## config.mk

```make
export PLATFORM = sky130hd
export DESIGN_NAME = cvbus_adapter
export DESIGN_NICKNAME = d
export VERILOG_FILES = /design/src/rtl/cvb_pkg.sv /design/src/rtl/cvb_dir_ctrl.sv /design/src/rtl/cvb_tx_mux.sv /design/src/rtl/cvb_chan_reg.sv /design/src/rtl/cvb_rx_demux.sv /design/src/rtl/cvbus_adapter.sv
export SDC_FILE = /design/constraint.sdc
export NUM_CORES = 1
export LEC_CHECK = 0
export BUFFER_PORTS_ARGS = -buffer_cell sky130_fd_sc_hd__buf_2
export CORE_UTILIZATION = 46
export DETAILED_ROUTE_END_ITERATION = 10
export PLACE_DENSITY = 0.8
export SETUP_SLACK_MARGIN = 0.5
export SYNTH_ARGS = -nofsm -noshare
export SYNTH_HDL_FRONTEND = slang
export SYNTH_SLANG_ARGS = --single-unit
```

## constraint.sdc

```tcl
create_clock -name clk -period 2.42 [get_ports clk]
set_input_delay 0.242 -clock clk [delete_from_list [all_inputs] [get_ports clk]]
set_output_delay 0.242 -clock clk [all_outputs]
set_load 0.03 [all_outputs]
```

## src/rtl/cvb_pkg.sv

```systemverilog
package cvb_pkg;

    parameter int unsigned WORD_W = 12;
    parameter int unsigned N_CHAN = 2;

    typedef enum logic [1:0] {
        MD_RX      = 2'd0,
        MD_TURN_TX = 2'd1,
        MD_TX      = 2'd2,
        MD_TURN_RX = 2'd3
    } mode_e;

    typedef enum logic {
        CH_A = 1'b0,
        CH_B = 1'b1
    } chan_e;

    // transmit sync level: high tags channel A
    function automatic logic tx_sync_level(chan_e c);
        return (c == CH_A);
    endfunction

    // receive indicator: low tags channel A
    function automatic chan_e rx_chan_of(logic ind);
        return ind ? CH_B : CH_A;
    endfunction

    function automatic chan_e other_chan(chan_e c);
        return (c == CH_A) ? CH_B : CH_A;
    endfunction

endpackage

```

## src/rtl/cvb_dir_ctrl.sv

```systemverilog
module cvb_dir_ctrl
    import cvb_pkg::*;
(
    input  logic  clk,
    input  logic  rst,
    input  logic  dir_tx,
    output mode_e mode
);

    always_ff @(posedge clk) begin
        if (rst) begin
            mode <= MD_RX;
        end else begin
            case (mode)
                MD_RX:      if (dir_tx) mode <= MD_TURN_TX;
                MD_TURN_TX: mode <= dir_tx ? MD_TX : MD_RX;
                MD_TX:      if (!dir_tx) mode <= MD_TURN_RX;
                MD_TURN_RX: mode <= dir_tx ? MD_TURN_TX : MD_RX;
                default:    mode <= MD_RX;
            endcase
        end
    end

endmodule

```

## src/rtl/cvb_tx_mux.sv

```systemverilog
module cvb_tx_mux
    import cvb_pkg::*;
#(
    parameter int unsigned DW = WORD_W
) (
    input  logic          clk,
    input  logic          rst,
    input  logic          active,
    input  logic [DW-1:0] a_data,
    input  logic          a_valid,
    output logic          a_ready,
    input  logic [DW-1:0] b_data,
    input  logic          b_valid,
    output logic          b_ready,
    output logic [DW-1:0] word_o,
    output logic          sync_o,
    output logic          lclk_o,
    output logic          underrun_o
);

    chan_e         slot;
    logic          half;
    logic [DW-1:0] word_q;
    logic [DW-1:0] b_last;
    logic          sync_q;
    logic          lclk_q;
    logic          undr_q;
    logic          load;

    assign a_ready = active && !half && (slot == CH_A);
    assign b_ready = active && !half && (slot == CH_B);
    assign load    = (a_ready && a_valid) || b_ready;

    always_ff @(posedge clk) begin
        if (rst) begin
            slot   <= CH_A;
            half   <= 1'b0;
            word_q <= '0;
            b_last <= '0;
            sync_q <= 1'b0;
            lclk_q <= 1'b0;
            undr_q <= 1'b0;
        end else begin
            undr_q <= 1'b0;
            if (!active) begin
                slot   <= CH_A;
                half   <= 1'b0;
                lclk_q <= 1'b0;
            end else if (half) begin
                lclk_q <= 1'b1;
                half   <= 1'b0;
                slot   <= other_chan(slot);
            end else begin
                lclk_q <= 1'b0;
                if (load) begin
                    half   <= 1'b1;
                    sync_q <= tx_sync_level(slot);
                    if (slot == CH_A) begin
                        word_q <= a_data;
                    end else if (b_valid) begin
                        word_q <= b_data;
                        b_last <= b_data;
                    end else begin
                        word_q <= b_last;
                        undr_q <= 1'b1;
                    end
                end
            end
        end
    end

    assign word_o     = word_q;
    assign sync_o     = sync_q;
    assign lclk_o     = lclk_q;
    assign underrun_o = undr_q;

endmodule

```

## src/rtl/cvb_chan_reg.sv

```systemverilog
module cvb_chan_reg #(
    parameter int unsigned DW = cvb_pkg::WORD_W
) (
    input  logic          clk,
    input  logic          rst,
    input  logic          load,
    input  logic [DW-1:0] din,
    input  logic          rdy,
    output logic [DW-1:0] dout,
    output logic          valid,
    output logic          ovr
);

    always_ff @(posedge clk) begin
        if (rst) begin
            dout  <= '0;
            valid <= 1'b0;
            ovr   <= 1'b0;
        end else begin
            ovr <= 1'b0;
            if (load) begin
                if (valid && !rdy) begin
                    ovr <= 1'b1;
                end else begin
                    dout  <= din;
                    valid <= 1'b1;
                end
            end else if (rdy) begin
                valid <= 1'b0;
            end
        end
    end

endmodule

```

## src/rtl/cvb_rx_demux.sv

```systemverilog
module cvb_rx_demux
    import cvb_pkg::*;
#(
    parameter int unsigned DW = WORD_W,
    parameter int unsigned NC = N_CHAN
) (
    input  logic                  clk,
    input  logic                  rst,
    input  logic                  active,
    input  logic                  stb,
    input  logic [DW-1:0]         word_in,
    input  logic                  ind_in,
    input  logic [NC-1:0]         rdy,
    output logic [NC-1:0][DW-1:0] data,
    output logic [NC-1:0]         valid,
    output logic [NC-1:0]         ovr,
    output logic                  frm_err
);

    chan_e ch;
    logic  cap;
    logic  a_seen;
    logic  frm_q;

    assign ch  = rx_chan_of(ind_in);
    assign cap = active && stb;

    always_ff @(posedge clk) begin
        if (rst) begin
            a_seen <= 1'b0;
            frm_q  <= 1'b0;
        end else if (!active) begin
            a_seen <= 1'b0;
        end else if (cap) begin
            if (ch == CH_A) begin
                a_seen <= 1'b1;
            end else begin
                if (!a_seen) frm_q <= 1'b1;
                a_seen <= 1'b0;
            end
        end
    end

    assign frm_err = frm_q;

    for (genvar g = 0; g < NC; g++) begin : g_chan
        cvb_chan_reg #(.DW(DW)) reg_i (
            .clk   (clk),
            .rst   (rst),
            .load  (cap && (int'(ch) == g)),
            .din   (word_in),
            .rdy   (rdy[g]),
            .dout  (data[g]),
            .valid (valid[g]),
            .ovr   (ovr[g])
        );
    end

endmodule

```

## src/rtl/cvbus_adapter.sv

```systemverilog
module cvbus_adapter
    import cvb_pkg::*;
#(
    parameter int unsigned DW = WORD_W
) (
    input  logic          clk,
    input  logic          rst,
    input  logic          dir_tx,
    input  logic [DW-1:0] tx_a_data,
    input  logic          tx_a_valid,
    output logic          tx_a_ready,
    input  logic [DW-1:0] tx_b_data,
    input  logic          tx_b_valid,
    output logic          tx_b_ready,
    output logic          tx_underrun,
    output logic [DW-1:0] rx_a_data,
    output logic          rx_a_valid,
    input  logic          rx_a_ready,
    output logic [DW-1:0] rx_b_data,
    output logic          rx_b_valid,
    input  logic          rx_b_ready,
    output logic [1:0]    rx_overrun,
    output logic          rx_frame_err,
    input  logic [DW-1:0] bus_in,
    output logic [DW-1:0] bus_out,
    output logic          bus_oe,
    input  logic          sync_in,
    output logic          sync_out,
    output logic          sync_oe,
    output logic          word_clk,
    input  logic          rx_word_stb
);

    mode_e                mode;
    logic [1:0][DW-1:0]   rx_data;
    logic [1:0]           rx_valid;

    cvb_dir_ctrl dir_i (
        .clk    (clk),
        .rst    (rst),
        .dir_tx (dir_tx),
        .mode   (mode)
    );

    cvb_tx_mux #(.DW(DW)) tx_i (
        .clk        (clk),
        .rst        (rst),
        .active     (mode == MD_TX),
        .a_data     (tx_a_data),
        .a_valid    (tx_a_valid),
        .a_ready    (tx_a_ready),
        .b_data     (tx_b_data),
        .b_valid    (tx_b_valid),
        .b_ready    (tx_b_ready),
        .word_o     (bus_out),
        .sync_o     (sync_out),
        .lclk_o     (word_clk),
        .underrun_o (tx_underrun)
    );

    cvb_rx_demux #(.DW(DW), .NC(2)) rx_i (
        .clk     (clk),
        .rst     (rst),
        .active  (mode == MD_RX),
        .stb     (rx_word_stb),
        .word_in (bus_in),
        .ind_in  (sync_in),
        .rdy     ({rx_b_ready, rx_a_ready}),
        .data    (rx_data),
        .valid   (rx_valid),
        .ovr     (rx_overrun),
        .frm_err (rx_frame_err)
    );

    assign bus_oe     = (mode == MD_TX);
    assign sync_oe    = (mode == MD_TX);
    assign rx_a_data  = rx_data[0];
    assign rx_b_data  = rx_data[1];
    assign rx_a_valid = rx_valid[0];
    assign rx_b_valid = rx_valid[1];

endmodule

```

==> metrics.md <==
| Metric | Value |
|---|---|
| Min Tclk post-route | `1787 ps` |
| I/O pin count | `93` |
| Avg Inst Size Synth | `10.02 um^2` |
| CTS H-tree lvls | `3` |
| Final Cycle Share | `0.7386` |
| Final-stage net count | `380` |
| Die ar. | `0.005770 mm^2` |
| Final hold vios | `0` |
| Startpoint types | `flip-flop` |
| Critical path type | `reg -> out` |
| Root Buffer Master | `clkbuf_8` |
| CTS resizes | `0` |
| Post-DP HPWL | `3620 um` |
| Post-DP Area | `0.002969 mm^2` |
| Die Ht | `75.96 um` |
| Psw | `0.5529 mW` |
| Critical Path Fanout Max | `16` |
| Pint | `1.609 mW` |
| Sw Ratio | `0.2557` |
| Clk_lat worst skew | `320 ps` |
| Status | `finished clean` |
| Total Wirelength | `5305 um` |
| Req. time, crit path | `2180 ps` |
| IO buf count | `92` |
| Initial antenna violation count | `0` |
| Worst Skew | `6.226 ps` |
| Final ANT Viol Nets | `0` |
| Setup repair after global routing missed its margin | `false` |
| DRT Pass-1 Iters | `4` |
| Post-synthesis register bit count | `61` |
| Starting DRC count in detailed routing | `85` |
| Headroom to the max-slew limit | `0.3623` |
| Cell Rows | `26` |
| Worst-path clk slew | `60 ps` |
| Die W | `75.96 um` |
| Final setup fails | `0` |
| Min-Delay Path Class | `in -> reg` |
| Static Leakage | `1.504 nW` |
| Initial Util | `0.4865` |
| Sequential Power Share | `0.493` |
| N_diodes | `0` |
| Cells after synthesis | `251` |
| Slew Limit Fails | `0` |
| Vias in the first global route | `1994` |
| Seq/Total Area, Yosys | `0.4853` |
| Post-layout instance area | `0.003147 mm^2` |
| CTS tree | `built` |
| F_max | `559.5 MHz` |
| GRT Residual Overflow | `0` |
| Max-cap viol count | `0` |
| Num CTS Buffers | `9` |
| Gr usage total | `0.2007` |
| Layout cells sized above 1 | `0.3363` |
| Largest net degree at the start of global routing | `36` |
| Ys Warns | `0` |
| Vias per cell | `4.924` |
| Clock power share | `0.373` |
| DR WL/cell | `12.97 um` |
| First-pass GRT wire length | `9294 um` |
| Via count | `2014` |
| Worst EP arrival | `1550 ps` |
| Combinational share of power | `0.134` |
| PD cells | `687.1 mW/mm^2` |
| Post-placement cell count | `394` |
| Core Box Area | `0.005172 mm^2` |
| Hold-fix buffers at CTS | `0` |
| Sink Count | `61` |
| Area delta synth->final | `25.06%` |
| Peak supply drop | `0.0003138 V` |
| Post-Syn Nets | `296` |
| Final cell count without fillers | `409` |
| DRC | `0` |
| Yosys cell types | `28` |
| Post-CTS setup repair buffer count | `0` |
| Fin Setup TNS | `0 ps` |
| Critical Path End Type | `output pin` |
| Worst Tran Pin Value | `956.5 ps` |
| Post-Syn Area | `0.002516 mm^2` |
| Final GP Congestion | `0.7505` |
| Clock Path Buffers | `2` |
## sequential cells by signal (all words and copies together), names as in the netlist, 2 cells and up, named ones only
register / flops
rx_i.g_chan.reg_i.dout: 24
tx_i.b_last: 12
tx_i.word_o: 12
rx_i.g_chan.reg_i.valid: 2
rx_i.g_chan.reg_i.ovr: 2
## synth_stat cells
cell       number  area (um^2)
nand4bb_1       1        11.26
and3b_1         1        8.760
xor2_1          1        8.760
nor3b_1         3        22.52
a211oi_1       13        97.59
a21oi_1        17        85.08
nand3b_1        1        7.510
or4b_4          1        13.76
a211o_1         1        8.760
xnor2_1         1        8.760
o21ba_2         1        10.01
nand2_1         1        3.750
nand2b_4        1        13.76
and4bb_2        1        12.51
mux2i_1        36        360.4
or2_2           1        6.260
clkbuf_1        8        30.03
inv_1           1        3.750
a22o_1         12        105.1
buf_1           2        7.510
nor3_1          6        30.03
dfxtp_1        61         1221
buf_6           2        22.52
nor2b_1         1        6.260
nand2b_1       39        244.0
buf_4           4        30.03
nor2_1         27        101.4
buf_2           7        35.03
## critical path, stage by stage (launching register included)
cell and delay, ps:
dfxtp_1 470, and4bb_2 490, buf_2 270
## final timing paths
| check | to | startpoint | depth (start not counted) | slack [ps] |
|---|---|---|---|---|
| worst max register to register | tx_i.word_o[2] | tx_i.slot | 3 | 730 |
| worst min register to register | rx_i.g_chan[1].reg_i.dout[1] | rx_i.g_chan[1].reg_i.dout[1] | 2 | 470 |
| worst min-delay path | rx_i.g_chan[0].reg_i.dout[10] | bus_in[10] | 3 | 210 |
| worst max-delay path | tx_b_ready | flip-flop | 2 | 630 |
## layout by cell type (no fill, tap or decap), drive strengths merged, types with 3 or more instances in the layout
cell and count:
mux2i 36, a22o 12, a21oi 17, nand2b 40, a211oi 13, clkbuf 14, nor3 6, buf 96
nor2 27, dfxtp 61, nor3b 3
## metrics by stage
stage / setup slack, ps / util / total power, mW / hold slack (ps)
6_report: 632.5 / 0.6084 / 2.162 / 205.5
5_1_grt: 553.2 / 0.6084 / 2.266 / 215.1
4_1_cts: 627.6 / 0.6084 / 2.189 / 193.5
3_5_place_dp: 674.5 / 0.5740 / 1.379 / 458.0
3_3_place_gp: 742.1 / 0.5740 / 1.375 / 456.8
2_1_floorplan: 820.2 / - / 1.294 / 394.6
## cells by family after synthesis
kind of cell	Yosys count	synth area share
AO/OA/AOI/OAI	44	0.1218
XOR/XNOR	2	0.006963
buffers and inverters	24	0.05122
flip-flops	61	0.4853
multiplexers	36	0.1432
AND/OR/NAND/NOR	84	0.1914
## per-layer routing
metal / wire (um) / track usage / vias up
met5: 0 / 0 / -
met4: 77 / 0.08654 / 0
li1: - / - / 1033
met1: 2474 / 0.2526 / 923
met3: 197 / 0.03855 / 8
met2: 2557 / 0.3345 / 50
## power groups by stage
stage               combinational, mW  clock (mW)  sequential, mW
finish                          0.290       0.807            1.07
global placement                0.288           0            1.09
floorplan                       0.149           0            1.14
global route                    0.314       0.881            1.07
CTS                             0.293       0.831            1.07
detailed placement              0.292           0            1.09
## final cells by class
cell class	instances	area (um^2)
clock inverter	1	5.005
sequential	61	1221
fill	468	2026
clock buffer	14	172.7
timing repair buffer	96	490.5
multi-input combinational	166	1166
tap	70	87.58
inverter	1	3.754
(Power assumes the default switching activity.)
